File: src/rtl/agu_pkg.sv
package agu_pkg;
    typedef enum logic [4:0] {
        OP_NOP   = 5'd0,
        OP_DIR   = 5'd1,
        OP_IND   = 5'd2,
        OP_INC   = 5'd3,
        OP_DEC   = 5'd4,
        OP_IDX   = 5'd5,
        OP_CIRC  = 5'd6,
        OP_REV   = 5'd7,
        OP_LDI   = 5'd8,
        OP_ADDI  = 5'd9,
        OP_SUBI  = 5'd10,
        OP_LDM   = 5'd11,
        OP_SPTR  = 5'd12,
        OP_SPAGE = 5'd13,
        OP_SIDX  = 5'd14,
        OP_SBASE = 5'd15,
        OP_SLEN  = 5'd16
    } agu_op_e;

    typedef enum logic [2:0] {
        M_HOLD,
        M_LOAD,
        M_ADD,
        M_SUB,
        M_CIRC,
        M_REV
    } mod_e;
endpackage

File: src/rtl/agu_revadd.sv
module agu_revadd #(
    parameter int W = 16
) (
    input  logic [W-1:0] a,
    input  logic [W-1:0] b,
    output logic [W-1:0] s
);
    logic [W-1:0] ra, rb, rs;

    for (genvar i = 0; i < W; i++) begin : g_rev
        assign ra[i]     = a[W-1-i];
        assign rb[i]     = b[W-1-i];
        assign s[W-1-i]  = rs[i];
    end

    assign rs = ra + rb;
endmodule

File: src/rtl/agu_modify.sv
module agu_modify
    import agu_pkg::*;
#(
    parameter int AW = 16
) (
    input  mod_e          mode,
    input  logic [AW-1:0] ar,
    input  logic [AW-1:0] opnd,
    input  logic [AW-1:0] base,
    input  logic [AW-1:0] len,
    output logic [AW-1:0] nxt
);
    logic [AW:0]   last_w;
    logic [AW-1:0] rev_sum;
    logic          wrap;

    agu_revadd #(.W(AW)) u_rev (
        .a (ar),
        .b (opnd),
        .s (rev_sum)
    );

    always_comb begin
        last_w = {1'b0, base} + {1'b0, len} - {{AW{1'b0}}, 1'b1};
        wrap   = (len != '0) && ({1'b0, ar} >= last_w);
    end

    always_comb begin
        unique case (mode)
            M_LOAD:  nxt = opnd;
            M_ADD:   nxt = ar + opnd;
            M_SUB:   nxt = ar - opnd;
            M_CIRC:  nxt = wrap ? base : ar + {{(AW-1){1'b0}}, 1'b1};
            M_REV:   nxt = rev_sum;
            default: nxt = ar;
        endcase
    end
endmodule

File: src/rtl/dsp_agu.sv
module dsp_agu
    import agu_pkg::*;
#(
    parameter int AW     = 16,
    parameter int NREG   = 8,
    parameter int PAGE_W = 9
) (
    input  logic                    clk,
    input  logic                    rst_n,
    input  logic [4:0]              op,
    input  logic [AW-1:0]           imm,
    input  logic [AW-1:0]           mem_data,
    output logic [AW-1:0]           ea,
    output logic                    ea_valid,
    output logic [AW-1:0]           cur_ar,
    output logic [$clog2(NREG)-1:0] cur_ptr,
    output logic [PAGE_W-1:0]       cur_page
);
    localparam int PTR_W = $clog2(NREG);
    localparam int OFF_W = AW - PAGE_W;

    typedef struct packed {
        logic [NREG-1:0][AW-1:0] ar;
        logic [PTR_W-1:0]        ptr;
        logic [PAGE_W-1:0]       page;
        logic [AW-1:0]           idx;
        logic [AW-1:0]           base;
        logic [AW-1:0]           len;
    } agu_state_t;

    agu_state_t    s_d, s_q;
    mod_e          mode;
    logic [AW-1:0] opnd;
    logic          wr_ar;
    logic [AW-1:0] sel_ar;
    logic [AW-1:0] nxt_ar;
    logic [AW-1:0] circ_base;
    logic [AW-1:0] circ_len;

    assign sel_ar    = s_q.ar[s_q.ptr];
    assign circ_base = s_q.base;
    assign circ_len  = s_q.len;

    agu_modify #(.AW(AW)) u_mod (
        .mode (mode),
        .ar   (sel_ar),
        .opnd (opnd),
        .base (s_q.base),
        .len  (s_q.len),
        .nxt  (nxt_ar)
    );

    // decode: address output and modify-unit controls
    always_comb begin
        mode     = M_HOLD;
        opnd     = '0;
        wr_ar    = 1'b0;
        ea       = '0;
        ea_valid = 1'b0;
        case (op)
            OP_DIR: begin
                ea       = {s_q.page, imm[OFF_W-1:0]};
                ea_valid = 1'b1;
            end
            OP_IND: begin
                ea       = sel_ar;
                ea_valid = 1'b1;
            end
            OP_INC, OP_DEC, OP_IDX, OP_CIRC, OP_REV: begin
                ea       = sel_ar;
                ea_valid = 1'b1;
                wr_ar    = 1'b1;
                case (op)
                    OP_INC:  begin mode = M_ADD;  opnd = {{(AW-1){1'b0}}, 1'b1}; end
                    OP_DEC:  begin mode = M_SUB;  opnd = {{(AW-1){1'b0}}, 1'b1}; end
                    OP_IDX:  begin mode = M_ADD;  opnd = s_q.idx; end
                    OP_CIRC: begin mode = M_CIRC; end
                    default: begin mode = M_REV;  opnd = s_q.idx; end
                endcase
            end
            OP_LDI:  begin mode = M_LOAD; opnd = imm;      wr_ar = 1'b1; end
            OP_ADDI: begin mode = M_ADD;  opnd = imm;      wr_ar = 1'b1; end
            OP_SUBI: begin mode = M_SUB;  opnd = imm;      wr_ar = 1'b1; end
            OP_LDM:  begin mode = M_LOAD; opnd = mem_data; wr_ar = 1'b1; end
            default: ;
        endcase
    end

    // next-state
    always_comb begin
        s_d = s_q;
        if (wr_ar) s_d.ar[s_q.ptr] = nxt_ar;
        case (op)
            OP_SPTR:  s_d.ptr  = imm[PTR_W-1:0];
            OP_SPAGE: s_d.page = imm[PAGE_W-1:0];
            OP_SIDX:  s_d.idx  = imm;
            OP_SBASE: s_d.base = imm;
            OP_SLEN:  s_d.len  = imm;
            default: ;
        endcase
    end

    always_ff @(posedge clk or negedge rst_n) begin
        if (!rst_n) s_q <= '0;
        else        s_q <= s_d;
    end

    assign cur_ar   = sel_ar;
    assign cur_ptr  = s_q.ptr;
    assign cur_page = s_q.page;
endmodule

File: config.mk
export PLATFORM = sky130hd
export DESIGN_NAME = dsp_agu
export DESIGN_NICKNAME = d
export VERILOG_FILES = /design/src/rtl/agu_pkg.sv /design/src/rtl/agu_revadd.sv /design/src/rtl/agu_modify.sv /design/src/rtl/dsp_agu.sv
export SDC_FILE = /design/constraint.sdc
export NUM_CORES = 1
export LEC_CHECK = 0
export BUFFER_PORTS_ARGS = -buffer_cell sky130_fd_sc_hd__buf_2
export CAP_MARGIN = 40
export CORE_ASPECT_RATIO = 0.5
export CORE_UTILIZATION = 35
export CTS_CLUSTER_SIZE = 10
export DETAILED_ROUTE_END_ITERATION = 10
export GPL_TIMING_DRIVEN = 0
export PLACE_DENSITY = 0.5
export REMOVE_ABC_BUFFERS = 1
export SLEW_MARGIN = 15
export SYNTH_ARGS = -nofsm -noshare
export SYNTH_HDL_FRONTEND = slang
export SYNTH_SLANG_ARGS = --single-unit
File: constraint.sdc
create_clock -name clk -period 5.6 [get_ports clk]
set_clock_uncertainty 0.2 [all_clocks]
set_input_delay 0.56 -clock clk [delete_from_list [all_inputs] [get_ports clk]]
set_output_delay 0.56 -clock clk [all_outputs]
set_load 0.1 [all_outputs]
Yosys cells after proc, flatten, opt, wreduce, memory -nomap -nowiden

Index checks and enable logic that the tools add are counted.

Flip-flop bits (word level): 188
Input bits: 39
Logic and storage cells: 68
Output and inout port bits: 45

Order comparisons: 3
Reduce and logical (&&, ||, !) cells: 11
Mux-type cells: 14
Equality and inequality tests: 21
$add $sub $neg: 6

Operator list:

| cell                  | number |
|---|---|
| $bwmux 128            | 1 |
| $pmux 16 s5           | 1 |
| $pmux 16 s2           | 2 |
| $bmux 16 s3           | 1 |
| $demux 16 s3          | 1 |
| $mux 16               | 3 |
| $pmux 16 s3           | 1 |
| $eq 5x4->1 const B    | 8 |
| $add 16x16->16        | 2 |
| $eq 5x3->1 const B    | 4 |
| $add 16x16->17        | 1 |
| $ge 16x17->1          | 1 |
| $sub 17x1->17 const B | 1 |
| $add 16x1->16 const B | 1 |
| $reduce_bool 16->1    | 1 |
| $sub 16x16->16        | 1 |
| $pmux 3 s4            | 1 |
| $eq 5x2->1 const B    | 2 |
| $pmux 3 s3            | 1 |
| $reduce_or 9->1       | 1 |
| $reduce_or 7->1       | 1 |
| $eq 3x2->1 const B    | 2 |
| $eq 3x3->1 const B    | 2 |
| $reduce_or 2->1       | 3 |
| other kinds (10)      | 12 |

Longest topological paths before layout

Gate-level depths: netlist (run 1).

Depth after elaboration: 7
Mapped depth: 24
Gate-level depth less buffers: 23

Hierarchy

Synthesis (run 1) repeated with hierarchy kept, for this count alone.

Cells, all modules: 1263
Area total of the unflattened synthesis: 13195.2 um^2

By module, submodules not included:

| module     | cells each | times used | area an instance (um^2) | seq. area each (um^2) |
|---|---|---|---|---|
| dsp_agu    | 651        | 1          | 8838.5                  | 4704.5 |
| agu_modify | 511        | 1          | 3611.0                  | 0.0 |
| agu_revadd | 101        | 1          | 745.7                   | 0.0 |

Worst setup path before layout (run 1)

No wires, ideal clock.

Path kind: register to register
From: register s_q (netlist bit cur_ptr[0])
To: register s_q[138] in the netlist's numbering
Clock period less this slack: 6454 ps
Required time: 5255 ps
Path buffers: 2
Path slack: -854 ps
Library setup time: 145 ps
Arrival: 6108 ps
Stages on the path, launching flop included: 16
Cells stage by stage: dfrtp_1 -> buf_2 -> buf_6 -> nor2b_2 -> a22oi_1 -> o21ai_0 -> ha_1 -> o21ai_0 -> o21ai_0 -> a31oi_1 -> o21ai_0 -> o41ai_1 -> mux2i_1 -> o311ai_0 -> a31oi_1 -> o21ai_0

Cells in the longest elaborated chain, start to end: 7
Elaborated cells on any way between the ends: 16
Those cells by class: add/sub: 4; order compare: 3; mux: 7; reduce/logical: 2

RTL lines:

| what                            | line             | text |
|---|---|---|
| start, declared                 | dsp_agu.sv:31    | `agu_state_t s_d, s_q;` |
| start signal, assigned          | dsp_agu.sv:104   | `if (!rst_n) s_q <= '0;` |
| start signal, assigned          | dsp_agu.sv:105   | `else s_q <= s_d;` |
| $bmux 16 s3 *                   | dsp_agu.sv:40    | `assign sel_ar = s_q.ar[s_q.ptr];` |
| $mux 16 (implied by the code) * | dsp_agu.sv:40    |  |
| net cur_ar[3]                   | dsp_agu.sv:15    | `output logic [AW-1:0] cur_ar,` |
| $ge 16x17->1                    | agu_modify.sv:25 | `wrap = (len != '0) && ({1'b0, ar} >= last_w);` |
| $logic_and 1x1->1               | agu_modify.sv:25 |  |
| $mux 16                         | agu_modify.sv:33 | `M_CIRC: nxt = wrap ? base : ar + {{(AW-1){1'b0}}, 1'b1};` |
| $pmux 16 s5 *                   | agu_modify.sv:29 | `unique case (mode)` |
| $bwmux 128 *                    | dsp_agu.sv:92    | `if (wr_ar) s_d.ar[s_q.ptr] = nxt_ar;` |

The timed path passes the listed nets; every way through them passes the cells marked *. The select of a mux whose other input is x is not followed.
A chain may end at the register's enable or synchronous reset.

Worst setup path in the final report (run 1)

From: register s_q (netlist bit circ_base[1])
To: register s_q[176] in the netlist's numbering

Cells in the longest elaborated chain, start to end: 7

RTL lines:

| what              | line             | text |
|---|---|---|
| $add 16x16->17    | agu_modify.sv:24 | `last_w = {1'b0, base} + {1'b0, len} - {{AW{1'b0}}, 1'b1};` |
| $sub 17x1->17     | agu_modify.sv:24 |  |
| $ge 16x17->1      | agu_modify.sv:25 |  |
| $logic_and 1x1->1 | agu_modify.sv:25 |  |
| $mux 16           | agu_modify.sv:33 |  |
| $pmux 16 s5       | agu_modify.sv:29 |  |
| $bwmux 128        | dsp_agu.sv:92    |  |

Every way passes these cells.

==> impl_metrics.env, run 1 <==
export IMPL_cpPeakStageDelay_ps=370
export IMPL_syn_to_final_growth_pct=15.5
export IMPL_drcViolationCount=0
export IMPL_rows=49
export IMPL_fin_area_um2=15200
export IMPL_fp_dieArea_um2=38600
export IMPL_num_antenna_cells=0
export IMPL_cts_num_sinks=188
export IMPL_antenna_found_initial=0
export IMPL_fin_crit_ps=5390
export IMPL_hold_class="input pin to register"
export IMPL_postRouteWirelength_um=42800
export IMPL_critical_path_top_delay_family="compound AO/OA/AOI/OAI gates"
export IMPL_fillerInstances=3517
export IMPL_fin_crit_sh=0.963
export IMPL_clk_latency_ps=460
export IMPL_regArea_um2=4710
export IMPL_antenna_left=0
export IMPL_worstSetupEndpointType="register"
export IMPL_die_w_um=277
export IMPL_avgRoutedWirePerCell_um=22.6
export IMPL_fmax_ghz=0.185
export IMPL_grt_pass1_vias=10815
export IMPL_worstSetupPathType="register to register"
export IMPL_slew_headroom=0.394
export IMPL_place_area_um2=14200
export IMPL_worst_setup_path_start_kind="register"
export IMPL_crit_chain="inv_2 > ha_1 > inv_1 > ha_4 > fa_2 > a21o_1 > a21oi_2 > o21bai_1 > a21o_1 > a21oi_2 > o211ai_1 > a21oi_1 > xor2_1 > ha_1 > nand4_1 > a311oi_2 > nor4_2 > o21ai_2 > nand3_4 > buf_12 > mux2i_2 > o221ai_4 > mux2_2"
export IMPL_cts_tree="built"
export IMPL_final_cells=1896
export IMPL_synthFlopType="dfrtp_1"
export IMPL_grt_max_degree=107
export IMPL_start_util=0.361
export IMPL_grt_pass1_wl_um=64900
export IMPL_nNetsFinal=1521
export IMPL_grt_usage=0.221
export IMPL_yosysWarnings=0
export IMPL_power_density_nw_per_um2=648
export IMPL_ir_drop_mv=0.483
export IMPL_hold_violations=0
export IMPL_synthCells=1331
export IMPL_viasPerCell=5.70
export IMPL_synth_edf_count=0
export IMPL_fin_total_pwr_w=0.00988
export IMPL_dpl_hpwl_um=31100
export IMPL_synth_seq_cells=188
export IMPL_drt_iter0_drc=817
export IMPL_portBuffers=83
export IMPL_h_tree_depth=4
export IMPL_yosysSeqAreaShare=0.356
export IMPL_setup_violations=0
export IMPL_async_flop_share=1.00
export IMPL_drv_cap=0
export IMPL_overflow=0
export IMPL_whs_ps=153
export IMPL_drtPass1Iterations=6
export IMPL_core_region_area_um2=36500
export IMPL_drive_above_1_share=0.265
export IMPL_p_leak_nw=6.55
export IMPL_syn_area_um2=13200
export IMPL_worst_slew_pin_slew_ps=884
export IMPL_vias=10807
export IMPL_avgSynthCellArea_um2=9.92
export IMPL_multi_input_area_um2=8050
export IMPL_slew_violations=0
export IMPL_cp_slowest_cell="fa_2"
export IMPL_placed_cells=1853
export IMPL_path_buf_inv=3
export IMPL_worstPathArrival_ps=5550
export IMPL_cts_buffers_inserted=17
export IMPL_root_buffer="clkbuf_16"
export IMPL_io_pins=84
export IMPL_crit_required_ps=5750
export IMPL_cp_max_fo=8
export IMPL_cts_reportedPaths_clkPinSlew_ps=80
export IMPL_max_clock_path_buffers=2
export IMPL_status="completed"
export IMPL_gp_congestion=0.891
export IMPL_die_h_um=139
export IMPL_synth_distinct_cells=94
[synthesized netlist by cell type (6+ instances only)]
| library cell | number | area share |
|---|---|---|
| nand2_1 | 103 | 0.029 |
| a211oi_1 | 8 | 0.0045 |
| nand2b_1 | 14 | 0.0066 |
| nand3_1 | 17 | 0.0064 |
| mux2i_1 | 44 | 0.033 |
| nor3_1 | 15 | 0.0057 |
| o21ai_0 | 103 | 0.039 |
| a221oi_1 | 22 | 0.015 |
| a21o_1 | 13 | 0.0074 |
| nor4_1 | 11 | 0.0052 |
| nand4_1 | 9 | 0.0043 |
| ha_1 | 79 | 0.075 |
| o211ai_1 | 6 | 0.0034 |
| a22oi_1 | 6 | 0.0034 |
| a21oi_1 | 68 | 0.026 |
| buf_2 | 11 | 0.0042 |
| dfrtp_1 | 188 | 0.36 |
| mux2_2 | 113 | 0.096 |
| and3_1 | 16 | 0.0076 |
| a31oi_1 | 9 | 0.0043 |
| and2_1 | 7 | 0.0033 |
| a22o_1 | 10 | 0.0066 |
| o21bai_1 | 6 | 0.0034 |
| xnor2_1 | 36 | 0.024 |
| nor2b_1 | 10 | 0.0047 |
| buf_6 | 9 | 0.0077 |
| nor2_1 | 63 | 0.018 |
| or2_2 | 7 | 0.0033 |
| buf_4 | 16 | 0.0091 |
| mux2_4 | 10 | 0.011 |
| xor2_1 | 25 | 0.017 |
| o21ai_1 | 12 | 0.0045 |
| mux2_1 | 7 | 0.0060 |
| o21a_1 | 10 | 0.0057 |
| mux4_2 | 13 | 0.022 |
| clkbuf_1 | 35 | 0.0099 |
| inv_1 | 88 | 0.025 |
[worst reg2reg max path: cells and delay by family (launching register included)]
family,cells,cell delay (ps)
AO/OA/AOI/OAI,10,2110
XOR/XNOR,1,250
AND/OR/NAND/NOR,3,440
multiplexers,2,580
buffers and inverters,3,350
flip-flops,1,360
adder cells (fa/ha/maj),4,1000
[stage by stage]
step | TNS (ps) | utilization | setup slack, ps
final | 0 | 0.417 | 206
after CTS | 0 | 0.409 | 47.4
after floorplan | -274390 | - | -2270
after global routing | -936 | 0.417 | -71.6
after global placement | -250780 | 0.378 | -2660
after detailed placement | -78240 | 0.390 | -895
[state kept, by name, summed over array words and instances (netlist names)]
name       flops
cur_page       9
circ_len      16
s_q          144
cur_ptr        3
circ_base     16
[power by group]
group          internal, W  switching (W)
combinational      0.00238        0.00397
clock             0.000645       0.000630
sequential         0.00190       0.000352
total              0.00493        0.00495
[placed cells by master, fill, tap and decap left out, drive strengths merged, types with 7 or more instances in the layout]
cell type | synthesis | final
dfrtp | 188 | 188
mux2 | 130 | 130
buf | 39 | 122
o21ai | 115 | 115
nand2 | 103 | 103
inv | 90 | 96
ha | 79 | 79
a21oi | 70 | 70
nor2 | 67 | 67
mux2i | 44 | 44
xnor2 | 36 | 36
a221oi | 28 | 28
xor2 | 25 | 25
clkbuf | 35 | 19
nand3 | 18 | 18
and3 | 17 | 17
nor3 | 15 | 15
nand2b | 14 | 14
mux4 | 13 | 13
a21o | 13 | 13
nor4 | 12 | 12
nor2b | 11 | 11
o21a | 10 | 10
a22o | 10 | 10
nand4 | 10 | 10
a31oi | 9 | 9
a211oi | 8 | 8
and2 | 8 | 8
o22ai | 8 | 8
or2 | 7 | 7
o211ai | 7 | 7
[timing repair]
item | 4_1_cts | 5_1_grt
pin swaps | 2 | 18
buffers inserted | 1 | 9
hold endpoints to repair | 82 | 0
endpoints found under the setup margin | 128 | 128
resized for setup | 18 | 29
cloned | 0 | 1
hold buffers | 1 | 0
[layout make-up]
| class | count | area share |
|---|---|---|
| multi-input combinational | 979 | 0.528 |
| inverter | 90 | 0.0222 |
| clock inverter | 13 | 0.0101 |
| tap | 484 | 0.0397 |
| timing repair buffer | 124 | 0.0623 |
| sequential | 188 | 0.309 |
| clock buffer | 18 | 0.0288 |
[path summary, 6_finish.rpt]
path | from | end | slack [ps] | cells past startpoint
worst min-delay path | imm[11] | circ_len[11] | 150 | 3
worst min register to register | s_q[150] | s_q[150] | 280 | 2
min in group asynchronous | rst_n | s_q[184] | 470 | 2
worst max-delay path | circ_base[1] | s_q[176] | 210 | 23
max in group asynchronous | rst_n | cur_ptr[1] | 3670 | 3
worst max register to register | circ_base[1] | s_q[176] | 210 | 23
[per-layer routing]
metal / GRT usage / part of all wire / vias up
li1: - / - / 4984
met1: 0.312 / 0.48 / 5499
met2: 0.350 / 0.46 / 279
met3: 0.0390 / 0.044 / 45
met4: 0.0573 / 0.019 / 0
met5: 0 / 0 / -
[cells by family after synthesis]
family | count (synthesis) | share of synthesized area
compound gates | 343 | 0.179
simple gates | 306 | 0.118
flops | 188 | 0.356
mux | 187 | 0.169
buf+inv | 164 | 0.0582
fa+ha+maj | 82 | 0.0794
xor+xnor | 61 | 0.0405
Power figures use the tool's default switching activity.
==> inputs of run 2 (changes only) <==
- CAP_MARGIN: 40 -> 20
- CORE_UTILIZATION: 35 -> 60
- PLACE_DENSITY: 0.5 -> 0.78
==> run 2 against run 1 <==
Sequential cell count unchanged. Power decreased by 2.5%. Global-route usage increased by 14 points. Sequential share of layout area up 1.0 points. Utilization is 28 points higher. Via count increased by 2.9%. Largest power group unchanged. Combinational power down 4.1%. Clock-buffer cell count rose by 1.
==> impl_metrics.env, run 2 (synthesis gave the netlist of run 1 again) <==
export IMPL_worstHoldPathCells=3
export IMPL_drv_cap=0
export IMPL_drcViolationCount=0
export IMPL_grt_pass1_wl_um=60700
export IMPL_fp_dieArea_um2=22600
export IMPL_setup_violations=0
export IMPL_slew_headroom=0.224
export IMPL_ir_drop_mv=0.357
export IMPL_grt_pass1_vias=10830
export IMPL_fin_crit_sh=0.978
export IMPL_hold_class="input pin to register"
export IMPL_layout_commonest_cell="dfrtp_1"
export IMPL_die_h_um=107
export IMPL_cp_slowest_cell="mux2i_1"
export IMPL_layout_common_cells="dfrtp_1, mux2_2, nand2_1"
export IMPL_grt_util_met2=0.547
export IMPL_cts_buffers_inserted=17
export IMPL_use_met3=0.0879
export IMPL_avgRoutedWirePerCell_um=23.3
export IMPL_setup_tns_final_ps=0
export IMPL_rows=37
export IMPL_syn_to_final_growth_pct=11.7
export IMPL_overflow=0
export IMPL_vias=11121
export IMPL_rr_worst_depth=15
export IMPL_cp_max_fo=32
export IMPL_hold_violations=0
export IMPL_drive_above_1_share=0.257
export IMPL_drtPass1Iterations=5
export IMPL_grt_usage=0.358
export IMPL_min_delay_start="imm[9]"
export IMPL_rsz0062_at_grt="yes"
export IMPL_regArea_um2=4710
export IMPL_viasPerCell=6.60
export IMPL_worstPathArrival_ps=5630
export IMPL_fillerInstances=1563
export IMPL_postRouteWirelength_um=39300
export IMPL_crit_required_ps=5750
export IMPL_nNetsFinal=1502
export IMPL_start_util=0.627
export IMPL_cts_num_sinks=188
export IMPL_power_density_nw_per_um2=653
export IMPL_place_area_um2=13900
export IMPL_worst_slew_pin_slew_ps=1160
export IMPL_worst_setup_path_start_kind="register"
export IMPL_reg2reg_from="cur_ptr[1]"
export IMPL_worstSetupPathType="register to register"
export IMPL_slew_violations=0
export IMPL_cts_reportedPaths_clkPinSlew_ps=80
export IMPL_grt_met1_usage=0.504
export IMPL_status="completed"
export IMPL_clk_latency_ps=470
export IMPL_portBuffers=83
export IMPL_num_antenna_cells=0
export IMPL_gp_congestion=0.948
export IMPL_r2r_end="s_q[75]"
export IMPL_dpl_hpwl_um=27900
export IMPL_p_leak_nw=6.43
export IMPL_multi_input_area_um2=8020
export IMPL_io_pins=84
export IMPL_grt_busiest_layer="met2"
export IMPL_hold_end="circ_base[9]"
export IMPL_max_clock_path_buffers=2
export IMPL_drt_iter0_drc=1333
export IMPL_fin_crit_ps=5480
export IMPL_crit_chain="buf_12 > mux4_2 > mux2i_1 > inv_1 > ha_1 > and2_1 > nand4_1 > o22ai_1 > nor4_2 > o21ai_2 > nand3_4 > buf_4 > a311oi_2 > o2bb2ai_4 > mux2_4"
export IMPL_root_buffer="clkbuf_16"
export IMPL_largest_reg_flops=144
export IMPL_antenna_found_initial=0
export IMPL_h_tree_depth=4
export IMPL_cpPeakStageDelay_ps=790
export IMPL_antenna_left=0
export IMPL_worstSetupEndpointType="register"
export IMPL_cts_tree="built"
export IMPL_largest_register="s_q"
export IMPL_die_w_um=212
export IMPL_fin_total_pwr_w=0.00963
export IMPL_core_region_area_um2=21100
export IMPL_fmax_ghz=0.183
export IMPL_grt_max_degree=69
export IMPL_fin_area_um2=14800
export IMPL_ff2ff_setup_slack_ps=120
run 2: where the power goes:
part / internal [W] / switching (W) / total [W]
sequential: 0.00190 / 0.000361 / 0.00227
combinational: 0.00218 / 0.00391 / 0.00609
clock: 0.000657 / 0.000620 / 0.00128
total: 0.00474 / 0.00489 / 0.00963
run 2: worst max-delay path by stage:
stage	slack, ps	from	end	depth (start not counted)
after floorplan	-2270	cur_ptr[1]	s_q[170]	13
after global placement	-2260	op[2]	s_q[122]	17
after detailed placement	-830	op[0]	s_q[138]	18
after CTS	20	circ_base[1]	s_q[75]	24
after global routing	-70	circ_base[1]	s_q[75]	24
final	120	cur_ptr[1]	s_q[75]	15
run 2: area by class of cell:
cell class | count | share of cell area
Tap cell | 292 | 0.0248
Sequential cell | 188 | 0.319
Clock inverter | 13 | 0.0104
Clock buffer | 19 | 0.0307
Multi-Input combinational cell | 979 | 0.543
Inverter | 90 | 0.0229
Timing Repair Buffer | 105 | 0.0487
run 2: per-stage QoR:
stage,setup WS (ps),hold WS [ps],utilization,instances
6_report,124,147,0.701,1686
5_1_grt,-69.4,154,0.701,1686
4_1_cts,19.3,142,0.692,1683
3_5_place_dp,-833,269,0.659,1647
3_3_place_gp,-2260,261,0.644,1632
2_1_floorplan,-2270,64.4,-,1257
run 2: layer usage:
layer	vias to the layer above	part of all wire
li1	4949	-
met1	5554	0.43
met2	548	0.45
met3	70	0.10
met4	0	0.020
met5	-	0
run 2: critical path: cells and delay by family (launching register included):
kind                       cells  cell delay (ps)
AOI/OAI and AO/OA              4             1110
DFF                            1              570
muxes                          3             1620
and+or+nand+nor                4              500
buffers and inverters          3              900
adders and majority gates      1              420
run 2: timing repair:
action                                 CTS  global route
hold buffers                             1             0
setup endpoints to repair              128           128
gates resized for setup                 16            28
buffers inserted                         3             2
endpoints found under the hold margin   58             0
gates cloned                             0             0
pin swaps                                1             4
==> inputs of run 3 (changes only) <==
- BUFFER_PORTS_ARGS: -buffer_cell sky130_fd_sc_hd__buf_2 -> -buffer_cell sky130_fd_sc_hd__buf_4
- RECOVER_POWER: default -> 50
==> run 3 against run 2 <==
The run now ends with capacitance limit, slew limit left. Worst setup slack better by 23 ps. Global-route usage down 0.16 points. Non-clock buffer count down 1. Combinational power up 0.8%. Critical path type unchanged. Clock-buffer cell count unchanged. Critical path depth down 1. Register-to-register slack better by 20 ps. Clock power about the same. Largest cell class unchanged. Final area up 1.0%. Cell count about the same. Sequential power about the same. Worst hold slack worse by 7.0 ps.
==> impl_metrics.env, run 3 (synthesis gave the netlist of run 1 again) <==
export IMPL_fp_dieArea_um2=22600
export IMPL_hold_end="circ_len[9]"
export IMPL_drt_iter0_drc=1162
export IMPL_p_sw_w=0.00485
export IMPL_r2r_end="s_q[150]"
export IMPL_drtPass1Iterations=7
export IMPL_cp_max_fo=19
export IMPL_hold_class="input pin to register"
export IMPL_rsz0062_at_grt="yes"
export IMPL_root_buffer="clkbuf_16"
export IMPL_dpl_worst_slack_ps=-879
export IMPL_power_density_nw_per_um2=651
export IMPL_cts_num_sinks=188
export IMPL_nNetsFinal=1501
export IMPL_min_delay_start="imm[9]"
export IMPL_avgRoutedWirePerCell_um=23.3
export IMPL_seq_power_share=0.234
export IMPL_rr_worst_depth=14
export IMPL_fmax_ghz=0.183
export IMPL_worstHoldPathCells=3
export IMPL_max_clock_path_buffers=2
export IMPL_setup_violations=0
export IMPL_grt_pass1_vias=10838
export IMPL_worstPathArrival_ps=5580
export IMPL_status="finished, violations left"
export IMPL_hold_violations=0
export IMPL_die_w_um=212
export IMPL_num_antenna_cells=0
export IMPL_drv_cap=1
export IMPL_internal_power_w=0.00485
export IMPL_worst_slew_pin_slew_ps=3730
export IMPL_clk_latency_ps=460
export IMPL_postRouteWirelength_um=39300
export IMPL_portBuffers=83
export IMPL_worstSetupPathType="register to register"
export IMPL_fin_crit_sh=0.974
export IMPL_violations="capacitance limit, slew limit"
export IMPL_dpl_hpwl_um=28100
export IMPL_layout_commonest_cell="dfrtp_1"
export IMPL_drive_above_1_share=0.249
export IMPL_whs_ps=140
export IMPL_fin_crit_ps=5450
export IMPL_power_frac_comb=0.632
export IMPL_reg2reg_from="cur_ptr[1]"
export IMPL_placed_cells=1646
export IMPL_viasPerCell=6.60
export IMPL_cts_reportedPaths_clkPinSlew_ps=80
export IMPL_worstSetupEndpointType="register"
export IMPL_h_tree_depth=4
export IMPL_setup_tns_final_ps=0
export IMPL_ir_drop_mv=0.348
export IMPL_cts_buffers_inserted=17
export IMPL_core_region_area_um2=21100
export IMPL_slew_violations=78
export IMPL_slew_headroom=-1.49
export IMPL_layout_common_cells="dfrtp_1, mux2_2, nand2_1"
export IMPL_largest_reg_flops=144
export IMPL_worst_setup_path_start_kind="register"
export IMPL_vias=11120
export IMPL_final_cells=1685
export IMPL_p_clk_frac=0.134
export IMPL_switching_share=0.500
export IMPL_drcViolationCount=0
export IMPL_ff2ff_setup_slack_ps=150
export IMPL_grt_max_degree=113
export IMPL_largest_register="s_q"
export IMPL_antenna_found_initial=0
export IMPL_gp_congestion=0.963
export IMPL_rows=37
export IMPL_p_leak_nw=6.44
export IMPL_die_h_um=107
export IMPL_cts_tree="built"
export IMPL_io_pins=84
export IMPL_overflow=0
export IMPL_antenna_left=0
export IMPL_syn_to_final_growth_pct=12.9
export IMPL_start_util=0.627
export IMPL_setup_slack_ps=147
export IMPL_grt_usage=0.356
export IMPL_grt_pass1_wl_um=60800
export IMPL_crit_required_ps=5730
==> run 3: per-layer routing <==
layer / track usage / vias to the layer above / share of wire
li1: - / 4938 / -
met1: 0.500 / 5520 / 0.43
met2: 0.549 / 592 / 0.45
met3: 0.0829 / 70 / 0.10
met4: 0.106 / 0 / 0.021
met5: 0 / - / 0
==> run 3: what timing repair did <==
action,4_1_cts,5_1_grt
endpoints found under the setup margin,128,128
pin swaps,2,3
endpoints found under the hold margin,76,0
setup buffers,3,2
hold buffers,1,0
resized for setup,23,20
==> run 3: cell type report <==
cell class                 count  area [µm²]
clock buffer                  19         453
clock inverter                13         151
fill                        1551        6160
inverter                      90         338
multi-input combinational    979        8010
sequential                   188        4710
tap                          292         365
timing repair buffer         104         880
==> run 3: critical path: stages, from the launching register on <==
cell,delay (ps)
dfrtp_4,640
mux4_2,550
mux2i_1,830
inv_1,440
ha_1,430
and2_1,140
nand4_1,200
a311oi_1,320
nor4_2,100
o21ai_2,320
nand3_4,120
buf_12,210
mux2i_1,160
a221oi_4,450
o21ai_0,180
==> run 3: how the worst max path moves through the flow <==
stage | slack (ps) | to | start
2_1_floorplan | -2270 | s_q[170] | cur_ptr[1]
3_3_place_gp | -2020 | s_q[122] | op[2]
3_5_place_dp | -880 | s_q[138] | op[1]
4_1_cts | 10 | s_q[184] | circ_base[1]
5_1_grt | -10 | s_q[129] | circ_base[1]
6_report | 150 | s_q[150] | cur_ptr[1]
==> run 3: metrics by stage <==
stage	power (W)	cell area, µm²	utilization
2_1_floorplan	0.00648	12800	-
3_3_place_gp	0.00767	13800	0.653
3_5_place_dp	0.00793	14100	0.667
4_1_cts	0.00943	14800	0.704
5_1_grt	0.0102	14900	0.708
6_report	0.00971	14900	0.708
==> run 3: power groups by stage <==
stage / Combinational (W) / Sequential, W / Clock [W]
after CTS: 0.00587 / 0.00226 / 0.00130
after detailed placement: 0.00565 / 0.00228 / 0
after floorplan: 0.00415 / 0.00232 / 0
final: 0.00614 / 0.00227 / 0.00130
after global placement: 0.00540 / 0.00227 / 0
after global routing: 0.00653 / 0.00233 / 0.00135
